--- src/rtl/trig_cond_pkg.sv ---
// Package: shared constants and condition-kind encoding for the trigger
// detector. The kind index k selects configuration field k, which holds
// one bit per pin: bit k*NUM_PINS + pin.
package trig_cond_pkg;

    typedef enum logic [2:0] {
        CK_LOW  = 3'd0,
        CK_HIGH = 3'd1,
        CK_ANY  = 3'd2,
        CK_RISE = 3'd3,
        CK_FALL = 3'd4
    } cond_kind_e;

    localparam int NUM_KINDS = 5;
    localparam int EN_BASE   = 16;

endpackage

--- src/rtl/trig_pin_sync.sv ---
// Module: trig_pin_sync
// Two-flop synchroniser for one asynchronous pin, followed by a history
// flop that holds the synchronised value of the previous cycle.
// Assumes: synchronous active-low reset clears all three flops to 0.
module trig_pin_sync (
    input  logic clk,
    input  logic rst_n,
    input  logic pin_i,
    output logic level_o,
    output logic prev_o
);

    logic meta_q;
    logic sync_q;
    logic hist_q;

    // Purpose: capture the pin, re-sample it, and keep last cycle's value.
    always_ff @(posedge clk) begin
        if (!rst_n) begin
            meta_q <= 1'b0;
            sync_q <= 1'b0;
            hist_q <= 1'b0;
        end else begin
            meta_q <= pin_i;
            sync_q <= meta_q;
            hist_q <= sync_q;
        end
    end

    assign level_o = sync_q;
    assign prev_o  = hist_q;

    // synchronised level is the pin as sampled two edges earlier
    assert_sync_delay_R2: assert property (@(posedge clk) disable iff (!rst_n)
        ($past(rst_n) && $past(rst_n, 2)) |-> (level_o == $past(pin_i, 2)));

    // reset leaves no synchronised or historical value behind
    assert_reset_clear_R12: assert property (@(posedge clk) disable iff (!rst_n)
        !$past(rst_n) |-> (level_o == 1'b0 && prev_o == 1'b0));

endmodule

--- src/rtl/trig_pin_eval.sv ---
// Module: trig_pin_eval
// Combinational condition check for one pin. The result is the OR of all
// selected condition kinds, evaluated on the current synchronised level
// and its previous-cycle value.
// Assumes: sel_i is indexed by trig_cond_pkg::cond_kind_e.
module trig_pin_eval
    import trig_cond_pkg::*;
(
    input  logic                 level_i,
    input  logic                 prev_i,
    input  logic [NUM_KINDS-1:0] sel_i,
    output logic                 hit_o
);

    logic [NUM_KINDS-1:0] cond;

    // Purpose: compute each condition kind from the level and its history.
    always_comb begin
        cond          = '0;
        cond[CK_LOW]  = !level_i;
        cond[CK_HIGH] = level_i;
        cond[CK_ANY]  = level_i ^ prev_i;
        cond[CK_RISE] = level_i & !prev_i;
        cond[CK_FALL] = !level_i & prev_i;
    end

    assign hit_o = |(cond & sel_i);

endmodule

--- src/rtl/trig_cond_detect.sv ---
// Module: trig_cond_detect (top)
// Merges NUM_PINS external pins (each synchronised and checked against its
// selected conditions) with ADC and logic-analyzer strobes. Every source is
// gated by its own enable. The merged result is registered once.
// Assumes: NUM_KINDS*NUM_PINS <= EN_BASE, so condition fields and enables
// do not overlap. adc_trig_i and la_trig_i are synchronous to clk.
module trig_cond_detect
    import trig_cond_pkg::*;
#(
    parameter  int NUM_PINS = 2,
    localparam int CFG_W    = EN_BASE + NUM_PINS + 2
) (
    input  logic                clk,
    input  logic                rst_n,
    input  logic [NUM_PINS-1:0] trig_pin_i,
    input  logic                adc_trig_i,
    input  logic                la_trig_i,
    input  logic [CFG_W-1:0]    cfg_i,
    output logic                trig_o
);

    localparam int COND_W     = NUM_KINDS * NUM_PINS;
    localparam int ADC_EN_BIT = EN_BASE + NUM_PINS;
    localparam int LA_EN_BIT  = EN_BASE + NUM_PINS + 1;

    logic [NUM_PINS-1:0] pin_hit;
    logic [NUM_PINS-1:0] pin_en;
    logic                merged;
    logic                trig_q;

    assign pin_en = cfg_i[EN_BASE +: NUM_PINS];

    for (genvar p = 0; p < NUM_PINS; p++) begin : g_pin
        logic                 level;
        logic                 prev;
        logic [NUM_KINDS-1:0] sel;

        // Purpose: gather this pin's select bit from each condition field.
        always_comb begin
            for (int k = 0; k < NUM_KINDS; k++) begin
                sel[k] = cfg_i[k*NUM_PINS + p];
            end
        end

        trig_pin_sync u_sync (
            .clk     (clk),
            .rst_n   (rst_n),
            .pin_i   (trig_pin_i[p]),
            .level_o (level),
            .prev_o  (prev)
        );

        trig_pin_eval u_eval (
            .level_i (level),
            .prev_i  (prev),
            .sel_i   (sel),
            .hit_o   (pin_hit[p])
        );
    end

    if (COND_W < EN_BASE) begin : g_gap
        logic cfg_gap_unused;
        assign cfg_gap_unused = ^cfg_i[EN_BASE-1:COND_W];
    end

    // Purpose: OR together every enabled source.
    always_comb begin
        merged = |(pin_hit & pin_en)
               | (cfg_i[ADC_EN_BIT] & adc_trig_i)
               | (cfg_i[LA_EN_BIT]  & la_trig_i);
    end

    // Purpose: register the merged trigger once.
    always_ff @(posedge clk) begin
        if (!rst_n) begin
            trig_q <= 1'b0;
        end else begin
            trig_q <= merged;
        end
    end

    assign trig_o = trig_q;

    // an all-zero configuration never yields a trigger
    assert_idle_cfg_R1: assert property (@(posedge clk) disable iff (!rst_n)
        (cfg_i == '0) |=> !trig_o);

    // with every source disabled the output stays low
    assert_no_enable_R8: assert property (@(posedge clk) disable iff (!rst_n)
        (cfg_i[EN_BASE +: NUM_PINS + 2] == '0) |=> !trig_o);

    // enabled ADC strobe appears one cycle later
    assert_adc_pass_R9: assert property (@(posedge clk) disable iff (!rst_n)
        (cfg_i[ADC_EN_BIT] && adc_trig_i) |=> trig_o);

    // enabled logic-analyzer strobe appears one cycle later
    assert_la_pass_R10: assert property (@(posedge clk) disable iff (!rst_n)
        (cfg_i[LA_EN_BIT] && la_trig_i) |=> trig_o);

endmodule

--- config.mk ---
export PLATFORM = sky130hd
export DESIGN_NAME = trig_cond_detect
export DESIGN_NICKNAME = d
export VERILOG_FILES = /design/src/rtl/trig_cond_pkg.sv /design/src/rtl/trig_pin_sync.sv /design/src/rtl/trig_pin_eval.sv /design/src/rtl/trig_cond_detect.sv
export SDC_FILE = /design/constraint.sdc
export NUM_CORES = 1
export LEC_CHECK = 0
export ABC_AREA = 1
export BUFFER_PORTS_ARGS = -buffer_cell sky130_fd_sc_hd__buf_2
export CAP_MARGIN = 20
export CORE_AREA = 4 4 41 43
export CTS_CLUSTER_DIAMETER = 100
export DETAILED_ROUTE_END_ITERATION = 12
export DIE_AREA = 0 0 45 47
export PLACE_DENSITY_LB_ADDON = 0.3
export REMOVE_ABC_BUFFERS = 1
export SLEW_MARGIN = 40
export SYNTH_ARGS = -nofsm -noshare
export SYNTH_HDL_FRONTEND = slang
export SYNTH_HIERARCHICAL = 1
export SYNTH_SLANG_ARGS = --single-unit
--- constraint.sdc ---
create_clock -name clk -period 1.4 [get_ports clk]
set_input_delay 0.07 -clock clk [delete_from_list [all_inputs] [get_ports clk]]
set_output_delay 0.07 -clock clk [all_outputs]
set_load 0.02 [all_outputs]
Yosys cells after proc, flatten, opt, wreduce, memory -nomap -nowiden
Cells that the tools add are included.
- logic and storage cells: 27
- flip-flop bits (word level): 7
- input bits: 26
- bitwise gates (word level): 13
- reduce and logical (&&, ||, !) cells: 7
- operators with widths (cell ; count):
    $and 5x5->5 ; 2
    $reduce_or 5->1 ; 2
    $and 1x1->1 ; 6
    $logic_not 1->1 ; 4
    $and 2x2->2 ; 1
    $or 1x1->1 ; 2
    $reduce_or 2->1 ; 1
    $xor 1x1->1 ; 2

Logic depth before layout (Yosys ltp)
Gate-level depths: netlist of the first run.
- depth after elaboration: 8
- mapped depth: 10
- depth with buffers taken out: 10

Hierarchy
The synthesis of the first run kept the hierarchy.
- modules (own cells, without submodules) (module ; cells an instance ; instances ; area each (µm²) ; seq. area each (µm²)):
    trig_pin_sync ; 9 ; 2 ; 82.6 ; 60.1
    trig_pin_eval ; 16 ; 2 ; 77.6 ; 0.0
    trig_cond_detect ; 10 ; 1 ; 53.8 ; 20.0

Worst setup path after synthesis of the first run
OpenSTA, ideal clock, no wires.
- path kind: register to register
- start: reg g_pin[0].u_sync.sync_q
- end: reg trig_q, in the netlist trig_o
- required time: 1289 ps
- buffers on the path: 0
- path slack: 243 ps
- setup time: 111 ps
- arrival: 1046 ps
- period minus slack after synthesis: 1157 ps
- cell stages (with the launch flop): 10
- cells stage by stage: dfxtp_1 > inv_1 > ha_1 > nor2_1 > nor2_1 > nand2_1 > nand2_1 > nand2_1 > nor2_1 > nor2_1
- word-level cells in the longest chain between the ends: 8
- elaborated cells on any way between the ends: 10
- those cells by class: bitwise (7); reduce/logical (3)
- RTL lines (element ; line ; RTL):
    start: declaration ; trig_pin_sync.sv:14 ; logic sync_q;
    start signal: assignment ; trig_pin_sync.sv:25 ; sync_q <= meta_q;
    $logic_not 1->1 ; trig_pin_eval.sv:20, trig_pin_eval.sv:24 ;
    $and 1x1->1 ; trig_pin_eval.sv:24 ; cond[CK_FALL] = !level_i & prev_i;
    $and 5x5->5 (*) ; trig_pin_eval.sv:27 ; assign hit_o = |(cond & sel_i);
    $reduce_or 5->1 (*) ; trig_pin_eval.sv:27 ;
    net pin_hit[0] ; trig_cond_detect.sv:26 ; logic [NUM_PINS-1:0] pin_hit;
    $and 2x2->2 (*) ; trig_cond_detect.sv:68 ; merged = |(pin_hit & pin_en)
    $reduce_or 2->1 (*) ; trig_cond_detect.sv:68 ;
    $or 1x1->1 (*) ; trig_cond_detect.sv:69 ; | (cfg_i[ADC_EN_BIT] & adc_trig_i)
    $or 1x1->1 (*) ; trig_cond_detect.sv:70 ; | (cfg_i[LA_EN_BIT] & la_trig_i);
    end signal: assignment ; trig_cond_detect.sv:78 ; trig_q <= merged;
    end: declaration ; trig_cond_detect.sv:29 ; logic trig_q;
The timed path passes the listed nets; every way through them passes the cells marked *.
A chain may end at the register's enable or synchronous reset.

Final worst setup path of the first run
Ends and elaborated chain as after synthesis.

==> results of run 1 <==
-- logic make-up (layout without fill, tap and decap cells) --
group         Yosys count  after routing  share of synthesized area [%]
simple gates           32             32                           32.1
buf+inv                17             43                           17.1
fa+ha+maj               4              4                           13.4
flops                   7              7                           37.5
-- sequential cells by signal (all words and copies together) (netlist names) --
signal,flops
g_pin.u_sync/level_o,2
g_pin.u_sync/prev_o,2
g_pin.u_sync/meta_q,2
trig_o,1
-- through the flow --
step                cells  util, %  hold slack (ps)  power (mW)  worst slack [ps]
detailed placement     95     37.9              256       0.286               117
global route          101     41.5             95.1       0.495              14.5
CTS                   101     41.4             90.8       0.475               108
global placement       95     37.9              245       0.284               132
finish                101     41.5             94.8       0.460               147
floorplan              60        -              163       0.250               243
-- final cells by class --
| type | instances | area [sq um] | area share [%] |
|---|---|---|---|
| repair buffers | 22 | 120 | 22.2 |
| multi-input cells | 36 | 170 | 31.5 |
| inverters | 17 | 63.8 | 11.8 |
| well taps | 15 | 18.8 | 3.47 |
| clock buffers | 4 | 26.3 | 4.86 |
| flip-flops and latches | 7 | 141 | 26.2 |
-- power by group through the flow --
stage | Clock, mW | Sequential (mW) | Combinational [mW]
final | 0.175 | 0.214 | 0.0705
after global routing | 0.198 | 0.215 | 0.0820
after CTS | 0.189 | 0.214 | 0.0723
after detailed placement | 0 | 0.218 | 0.0679
after global placement | 0 | 0.218 | 0.0659
after floorplan | 0 | 0.221 | 0.0297
-- worst min path at each step --
stage                        startpoint                 endpoint  depth (start not counted)
after floorplan                   rst_n  g_pin[0].u_sync/level_o                          2
after global placement    trig_pin_i[0]   g_pin[0].u_sync/meta_q                          3
after detailed placement  trig_pin_i[0]   g_pin[0].u_sync/meta_q                          3
after CTS                         rst_n  g_pin[1].u_sync/level_o                          3
after global routing              rst_n  g_pin[1].u_sync/level_o                          3
final                             rst_n  g_pin[1].u_sync/level_o                          3
-- cell usage after synthesis --
master and n:
nand2_1 22, ha_1 4, nor2_1 10, dfxtp_1 7, inv_1 17
-- what timing repair did --
item / CTS / global route
gates resized for setup: 0 / 1
hold buffers: 2 / 0
endpoints found under the setup margin: 0 / 1
hold endpoints to repair: 2 / 0
-- worst max-delay path, stage by stage (launching register included) --
cell and delay, ps:
dfxtp_1 390, inv_1 60, ha_1 270, nor2_1 40, nor2_1 70, nand2_1 50, nand2_1 60, nand2_1 50
nor2_1 110, nor2_1 50
-- cell usage in the layout, fill, tap and decap left out --
| cell | count |
|---|---|
| buf_2 | 20 |
| dfxtp_1 | 6 |
| nand2_1 | 22 |
| clkbuf_4 | 3 |
| ha_1 | 4 |
| dlygate4sd3_1 | 2 |
| inv_1 | 17 |
| dfxtp_2 | 1 |
| nor2_1 | 10 |
| clkbuf_1 | 1 |
-- metal layers --
| layer | global-route usage, % | vias up | share of wire, % |
|---|---|---|---|
| met3 | 2.30 | 0 | 10 |
| met5 | 0 | - | 0 |
| met2 | 12.4 | 12 | 48 |
| li1 | - | 217 | - |
| met1 | 8.26 | 150 | 42 |
| met4 | 7.02 | 0 | 0 |
==> summary.md, run 1 <==
| Metric | Value |
|---|---|
| Status | finished clean |
| Row count | 13 |
| Total die area | 0.00212 sq mm |
| Actual slew at the worst max-slew pin | 160 ps |
| Tmin final | 1250 ps |
| CP startpoint kind | flop |
| Hold Path Class | primary input to flop |
| CTS H-Tree Depth | 1 |
| Slew Viols, Final | 0 |
| R2R Path Start | g_pin[0].u_sync/level_o |
| Net Sw Power | between 100 and 150 uW |
| # fillers | 164 |
| Setup Viol. Count Final | 0 |
| Library cells used by synthesis | 5 |
| Dpl hpwl | 580 um |
| Synth Warn # | 6 |
| Syn-to-layout area delta | 44.5% |
| PortBufs | 20 |
| Die span in x | 45 um |
| Initial DRC count | 2 |
| Die height | 47 um |
| Total grt overflow | 0 |
| Register area share after synthesis | 37.5% |
| Vias in the first global route | 337 |
| Data arrival time of the critical path | 1390 ps |
| Slew headroom | around nine tenths |
| CTS tree | yes |
| Via density | about 3.8 |
| Clock Sinks | 7 |
| CP startpoint | g_pin[0].u_sync/level_o |
| Worst r2r dst | trig_o |
| Antenna Violating Nets Remaining | 0 |
| Clock tree buffer depth | 2 |
| Pin count of the biggest net entering global routing | 8 |
| Ranking of synthesized cells by area | dfxtp_1, nand2_1, inv_1 |
| CTS Buf Count | 3 |
| Via count | 379 |
| Starting Density | 28.8% |
| Synth Register Bits | 7 |
| Crit path max fanout | 5 |
| Clock latency on the worst-skew pair | 240 ps |
| Peak VDD IR | 0.482 mV |
| Fin crit share | between 80% and 90% |
| Setup slack, reg-to-reg | 150 ps |
| Wire per inst | between 7 and 8 um |
| # DRC | 0 |
| WP data required | ~1500 ps |
| Cell area power density | 851 mW/mm^2 |
| I/O pin cnt | 27 |
| Post-Synthesis Cells | 60 |
| R2R depth | 9 |
| Fin nets | 117 |
| Placer Congestion | between 0.6 and 0.7 |
| Combinational share of power | 15.3% |
| Core area | ~0.0013 sq mm |
| Max-cap violation count | 0 |
| Biggest area consumer among synthesized cells | dfxtp_1 |
| Final hold vios | 0 |
| Placed Area | 493 sq um |
| Clk pin slew, worst setup/hold paths | 50 ps |
| Share of layout cells above drive strength 1 | 27.9% |
| Diodes inserted | 0 |
| Sequential Power Share | 46.6% |
| First-pass GRT wire length | 1.18 mm |
| Clk pwr share | 38.1% |
| CP Capture Type | flop |
| Sw frac | between 20% and 30% |
| Initial antenna violation count | 0 |
| Cell Int Power | 357 uW |
| Syn avg cell area | 6.24 sq um |
| Post-CTS Setup Inserts | 0 |
| Post-Syn Area | 374 sq um |
| Setup CP Type | flop to flop |
| Design area | around 540 sq um |
| Worst Skew | between 2 and 2.5 ps |
| Leak | about 0.36 nW |
| Root Driver | clkbuf_4 |
| Setup TNS | 0 ps |
| Area fraction of the dominant cell type after synthesis | 37.5% |
| Gr usage total | 7.77% |
| FMAX | 798 MHz |
| TritonRoute pass-1 iters | 2 |
| RSZ-0062 raised after global routing | no |
| CP Capture Point | trig_o |
| Final WL | 729 um |
(Power assumes the default switching activity.)
==> run 2, diff against run 1 <==
--- a/config.mk
+++ b/config.mk
@@ -12,6 +12,7 @@
 export CTS_CLUSTER_DIAMETER = 100
 export DETAILED_ROUTE_END_ITERATION = 12
 export DIE_AREA = 0 0 45 47
+export HOLD_SLACK_MARGIN = 0.12
 export PLACE_DENSITY_LB_ADDON = 0.3
 export REMOVE_ABC_BUFFERS = 1
 export SLEW_MARGIN = 40
==> run 2 against run 1 <==
Net effect:
- utilization rose by 2.3 points
- largest power group unchanged
- clock skew about the same
- register-to-register slack hardly changed
- sequential power about the same
- clock power about the same
- routed wire length rose by 3.4%
- cell count is 3.0% higher
==> summary.md, run 2 (same netlist as run 1, synthesis figures left out) <==
| Metric | Value |
|---|---|
| Status | finished clean |
| I/O pin cnt | 27 |
| Final cell utilization of the core | between 40% and 50% |
| Placer Congestion | 0.645 |
| # fillers | 160 |
| Gr usage total | 7.92% |
| First-pass GRT wire length | 1.21 mm |
| Starting Density | 28.8% |
| Total die area | 0.00212 sq mm |
| Wire per inst | slightly above 7 um |
| Ordered cell list for the critical path | dlygate4sd3_1 -> buf_2 -> nand2_1 -> dlygate4sd3_1 -> inv_1 |
| DP Cell Count | 95 |
| FMAX | 784 MHz |
| Fin crit share | 91.1% |
| Clk pin slew, worst setup/hold paths | 50 ps |
| Die height | 47 um |
| Hold path cells | 5 |
| Slowest cell on crit path | dlygate4sd3_1 |
| Tmin final | 1280 ps |
| # DRC | 0 |
| Vias in the first global route | about 350 |
| Max-cap violation count | 0 |
| Setup Viol. Count Final | 0 |
| Via count | between 300 and 400 |
| Commonest non-fill, non-tap cells in the layout | nand2_1, buf_2, inv_1 |
| Post-CTS Setup Inserts | 0 |
| CTS H-Tree Depth | 1 |
| CTS Buf Count | 3 |
| R2R Path Start | g_pin[0].u_sync/level_o |
| Initial DRC count | 2 |
| Initial antenna violation count | 0 |
| Leak | 0.370 nW |
| Row count | 13 |
| CP Capture Type | flop |
| Data arrival time of the critical path | between 1000 and 1500 ps |
| Final Non-Filler Cells | 104 |
| Min-delay src | cfg_i[17] |
| Worst r2r dst | trig_o |
| Crit path top cell by count | dlygate4sd3_1 |
| Via density | 3.75 |
| RSZ-0062 raised after global routing | no |
| Cell area power density | 818 mW/mm^2 |
| Hold slack | around 140 ps |
| CTS tree | yes |
| Hold path endpoint | trig_o |
| R2R depth | 9 |
| Setup TNS | 0 ps |
| Syn-to-layout area delta | 52.5% |
| Design area | 571 sq um |
| Clock Sinks | 7 |
| Share of layout cells above drive strength 1 | 27.0% |
| Crit path max fanout | 7 |
| Clock tree buffer depth | 2 |
| CP startpoint kind | primary input |
| Post-layout power | between 400 and 500 uW |
| Diodes inserted | 0 |
| Fin nets | 120 |
| WP data required | 1540 ps |
| Core area | 0.00130 sq mm |
| Dpl hpwl | 580 um |
| Antenna Violating Nets Remaining | 0 |
| Worst Skew | 2.01 ps |
| Total grt overflow | 0 |
| TritonRoute pass-1 iters | 3 |
| Slew headroom | 89.3% |
| Die span in x | 45 um |
| Actual slew at the worst max-slew pin | between 150 and 200 ps |
| Slew Viols, Final | 0 |
| Pin count of the biggest net entering global routing | 8 |
| Root Driver | clkbuf_4 |
| Final hold vios | 0 |
| Clock latency on the worst-skew pair | 240 ps |
| Placed Area | 493 sq um |
| Setup slack, reg-to-reg | 150 ps |
| PortBufs | 20 |
| Commonest non-fill, non-tap cell in the layout | nand2_1 |
| Peak VDD IR | 0.482 mV |
| Worst setup margin | 124 ps |
| Hold Path Class | primary input to flop |
| Setup CP Type | primary input to flop |
| Place WS | 117 ps |
| CP peak stage delay | 540 ps |
| Final WL | about 750 um |
-- run 2: changes by cell type in the layout (fill, tap and decap cells not counted), sizes merged --
cell	before	now
dlygate4sd3	2	5
-- run 2: where the power goes --
group / internal, mW / switching, mW
Combinational: 0.0442 / 0.0328
Sequential: 0.210 / 0.00480
Clock: 0.108 / 0.0669
-- run 2: cell type report --
| cell class | instances | area (sq um) | area share (%) |
|---|---|---|---|
| well taps | 15 | 18.8 | 3.29 |
| inverters | 17 | 63.8 | 11.2 |
| flip-flops and latches | 7 | 141 | 24.8 |
| clock buffers | 4 | 26.3 | 4.61 |
| repair buffers | 25 | 150 | 26.3 |
| multi-input cells | 36 | 170 | 29.8 |
-- run 2: metal layers --
layer,up-vias,track usage [%],share of wire (%)
met4,0,7.02,0
met2,12,13.0,48
met1,155,8.26,42
met5,-,0,0
met3,0,2.30,9.7
li1,223,-,-
-- run 2: worst max path at each step --
stage / start / endpoint / slack (ps) / cells after the start
2_1_floorplan: g_pin[0].u_sync/level_o / trig_o / 240 / 9
3_3_place_gp: g_pin[1].u_sync/level_o / trig_o / 130 / 9
3_5_place_dp: g_pin[0].u_sync/level_o / trig_o / 120 / 9
4_1_cts: g_pin[1].u_sync/level_o / trig_o / 110 / 9
5_1_grt: g_pin[0].u_sync/level_o / trig_o / 10 / 10
6_report: rst_n / g_pin[0].u_sync/meta_q / 120 / 5
-- run 2: timing repair --
item	CTS	global route
hold buffers	5	0
resized for setup	0	1
endpoints found under the setup margin	0	1
hold endpoints to repair	7	0
-- run 2: worst max-delay path: cells and delay by family --
family	cells	cell delay (ps)
buffers and inverters	4	1290
AND/OR/NAND/NOR	1	70
==> run 3, diff against run 2 <==
--- a/config.mk
+++ b/config.mk
@@ -8,10 +8,12 @@
 export ABC_AREA = 1
 export BUFFER_PORTS_ARGS = -buffer_cell sky130_fd_sc_hd__buf_2
 export CAP_MARGIN = 20
-export CORE_AREA = 4 4 41 43
+export CELL_PAD_IN_SITES_DETAIL_PLACEMENT = 1
+export CELL_PAD_IN_SITES_GLOBAL_PLACEMENT = 2
+export CORE_MARGIN = 4
+export CORE_UTILIZATION = 17
 export CTS_CLUSTER_DIAMETER = 100
 export DETAILED_ROUTE_END_ITERATION = 12
-export DIE_AREA = 0 0 45 47
 export HOLD_SLACK_MARGIN = 0.12
 export PLACE_DENSITY_LB_ADDON = 0.3
 export REMOVE_ABC_BUFFERS = 1
==> run 3 against run 2 <==
Net effect:
- utilization shrank 14 points
- combinational power is 5.3% higher
- global-route usage decreased by 1.2 points
- power grew 2.7%
- critical path type unchanged
- register-to-register slack better by 20 ps
- clock-buffer cell count is the same
- via count rose by 4.9%
- clock power rose by 5%
- critical endpoint is now g_pin[1].u_sync/meta_q
- clock skew fell by 1.3 ps
==> summary.md, run 3 (same netlist as run 1, synthesis figures left out) <==
| Metric | Value |
|---|---|
| Status | finished clean |
| Setup Viol. Count Final | 0 |
| DP Cell Count | 108 |
| Die height | 54.9 um |
| Clock latency on the worst-skew pair | about 250 ps |
| Via density | 3.50 |
| Pin count of the biggest net entering global routing | 8 |
| Hold Path Class | primary input to flop |
| Slew Viols, Final | 0 |
| CTS tree | yes |
| Uppermost routed layer | met3 |
| Data arrival time of the critical path | about 1400 ps |
| # DRC | 0 |
| Tmin final | 1250 ps |
| Length of routed met3 wiring | 81 um |
| Initial antenna violation count | 0 |
| Final WL | 845 um |
| PortBufs | 20 |
| Placer Congestion | 0.662 |
| CTS H-Tree Depth | 1 |
| Via count | just over 400 |
| FMAX | approximately 800 MHz |
| Clk pin slew, worst setup/hold paths | 50 ps |
| Die span in x | 54.9 um |
| Commonest non-fill, non-tap cell in the layout | nand2_1 |
| Final Non-Filler Cells | 117 |
| Total die area | 0.00302 sq mm |
| Syn-to-layout area delta | 59.5% |
| Final hold vios | 0 |
| CTS Buf Count | 3 |
| Wire per inst | 7.22 um |
| Row count | 16 |
| CP Capture Type | flop |
| Starting Density | a little under a fifth |
| Setup CP Type | primary input to flop |
| Root Driver | clkbuf_4 |
| CP startpoint kind | primary input |
| Worst Skew | roughly 0.7 ps |
| M1 WL | 394 um |
| Clock tree buffer depth | 2 |
| Share of layout cells above drive strength 1 | 30.0% |
| Metal2 WL | between 300 and 400 um |
| Peak VDD IR | 0.425 mV |
| Cell area power density | 803 mW/mm^2 |
| I/O pin cnt | 27 |
| Clock Sinks | 7 |
| Antenna Violating Nets Remaining | 0 |
| Setup TNS | 0 ps |
| First-pass GRT wire length | about 1.4 mm |
| TritonRoute pass-1 iters | 2 |
| Fin crit share | 89.6% |
| Fin nets | ~120 |
| Core area | around 0.002 sq mm |
| Crit path max fanout | 7 |
| Slew headroom | 91.9% |
| Max-cap violation count | 0 |
| Final cell utilization of the core | between 20% and 30% |
| Total grt overflow | 0 |
| Post-CTS Setup Inserts | 0 |
| Dpl hpwl | 666 um |
| Initial DRC count | 4 |
| Commonest non-fill, non-tap cells in the layout | nand2_1, buf_2, inv_1 |
| WP data required | ~1600 ps |
| Vias in the first global route | 386 |
| Actual slew at the worst max-slew pin | approximately 120 ps |
| Gr usage total | 6.75% |
| Leak | 0.376 nW |
| Diodes inserted | 0 |
| RSZ-0062 raised after global routing | no |
[run 3: layout make-up]
class	count	area, sq um
Fill cell	262	1430
Multi-Input combinational cell	36	173
Timing Repair Buffer	26	158
Sequential cell	7	143
Inverter	17	63.8
Tap cell	27	33.8
Clock buffer	4	26.3
[run 3: final timing paths]
check | from | end | slack (ps) | cells past startpoint
max | rst_n | g_pin[1].u_sync/meta_q | 150 | 5
min | la_trig_i | trig_o | 150 | 5
max reg2reg | g_pin[0].u_sync/level_o | trig_o | 170 | 9
min reg2reg | g_pin[0].u_sync/meta_q | g_pin[0].u_sync/level_o | 410 | 2
[run 3: per-layer routing]
layer	vias up	global-route usage (%)
li1	225	-
met1	171	6.81
met2	13	10.8
met3	0	3.22
met4	0	4.86
met5	-	0
[run 3: worst max-delay path, cell delays in order]
cell           delay, ps
dlygate4sd3_1        530
buf_2                160
nand2_1               70
dlygate4sd3_1        540
inv_1                 40
[run 3: power breakdown]
| group | internal [mW] | switching [mW] | total [mW] | leakage (nW) |
|---|---|---|---|---|
| Sequential | 0.210 | 0.00508 | 0.215 | 0.0586 |
| Combinational | 0.0461 | 0.0349 | 0.0810 | 0.303 |
| Clock | 0.109 | 0.0747 | 0.184 | 0.0150 |
| Total | 0.364 | 0.115 | 0.479 | 0.376 |
[run 3: repair_timing]
action                     in CTS  in global routing
setup endpoints to repair       0                  1
resized for setup               0                  3
hold buffers                    5                  0
hold endpoints to repair        7                  0
[run 3: per-stage QoR]
stage          hold WS, ps  cell area, sq um  power (mW)  setup slack [ps]
6_report               153               597       0.479               146
3_3_place_gp           245               515       0.288              87.5
2_1_floorplan          163               374       0.250               243
4_1_cts                136               592       0.490              76.9
5_1_grt                207               597       0.517              34.9
3_5_place_dp           253               515       0.289              91.9
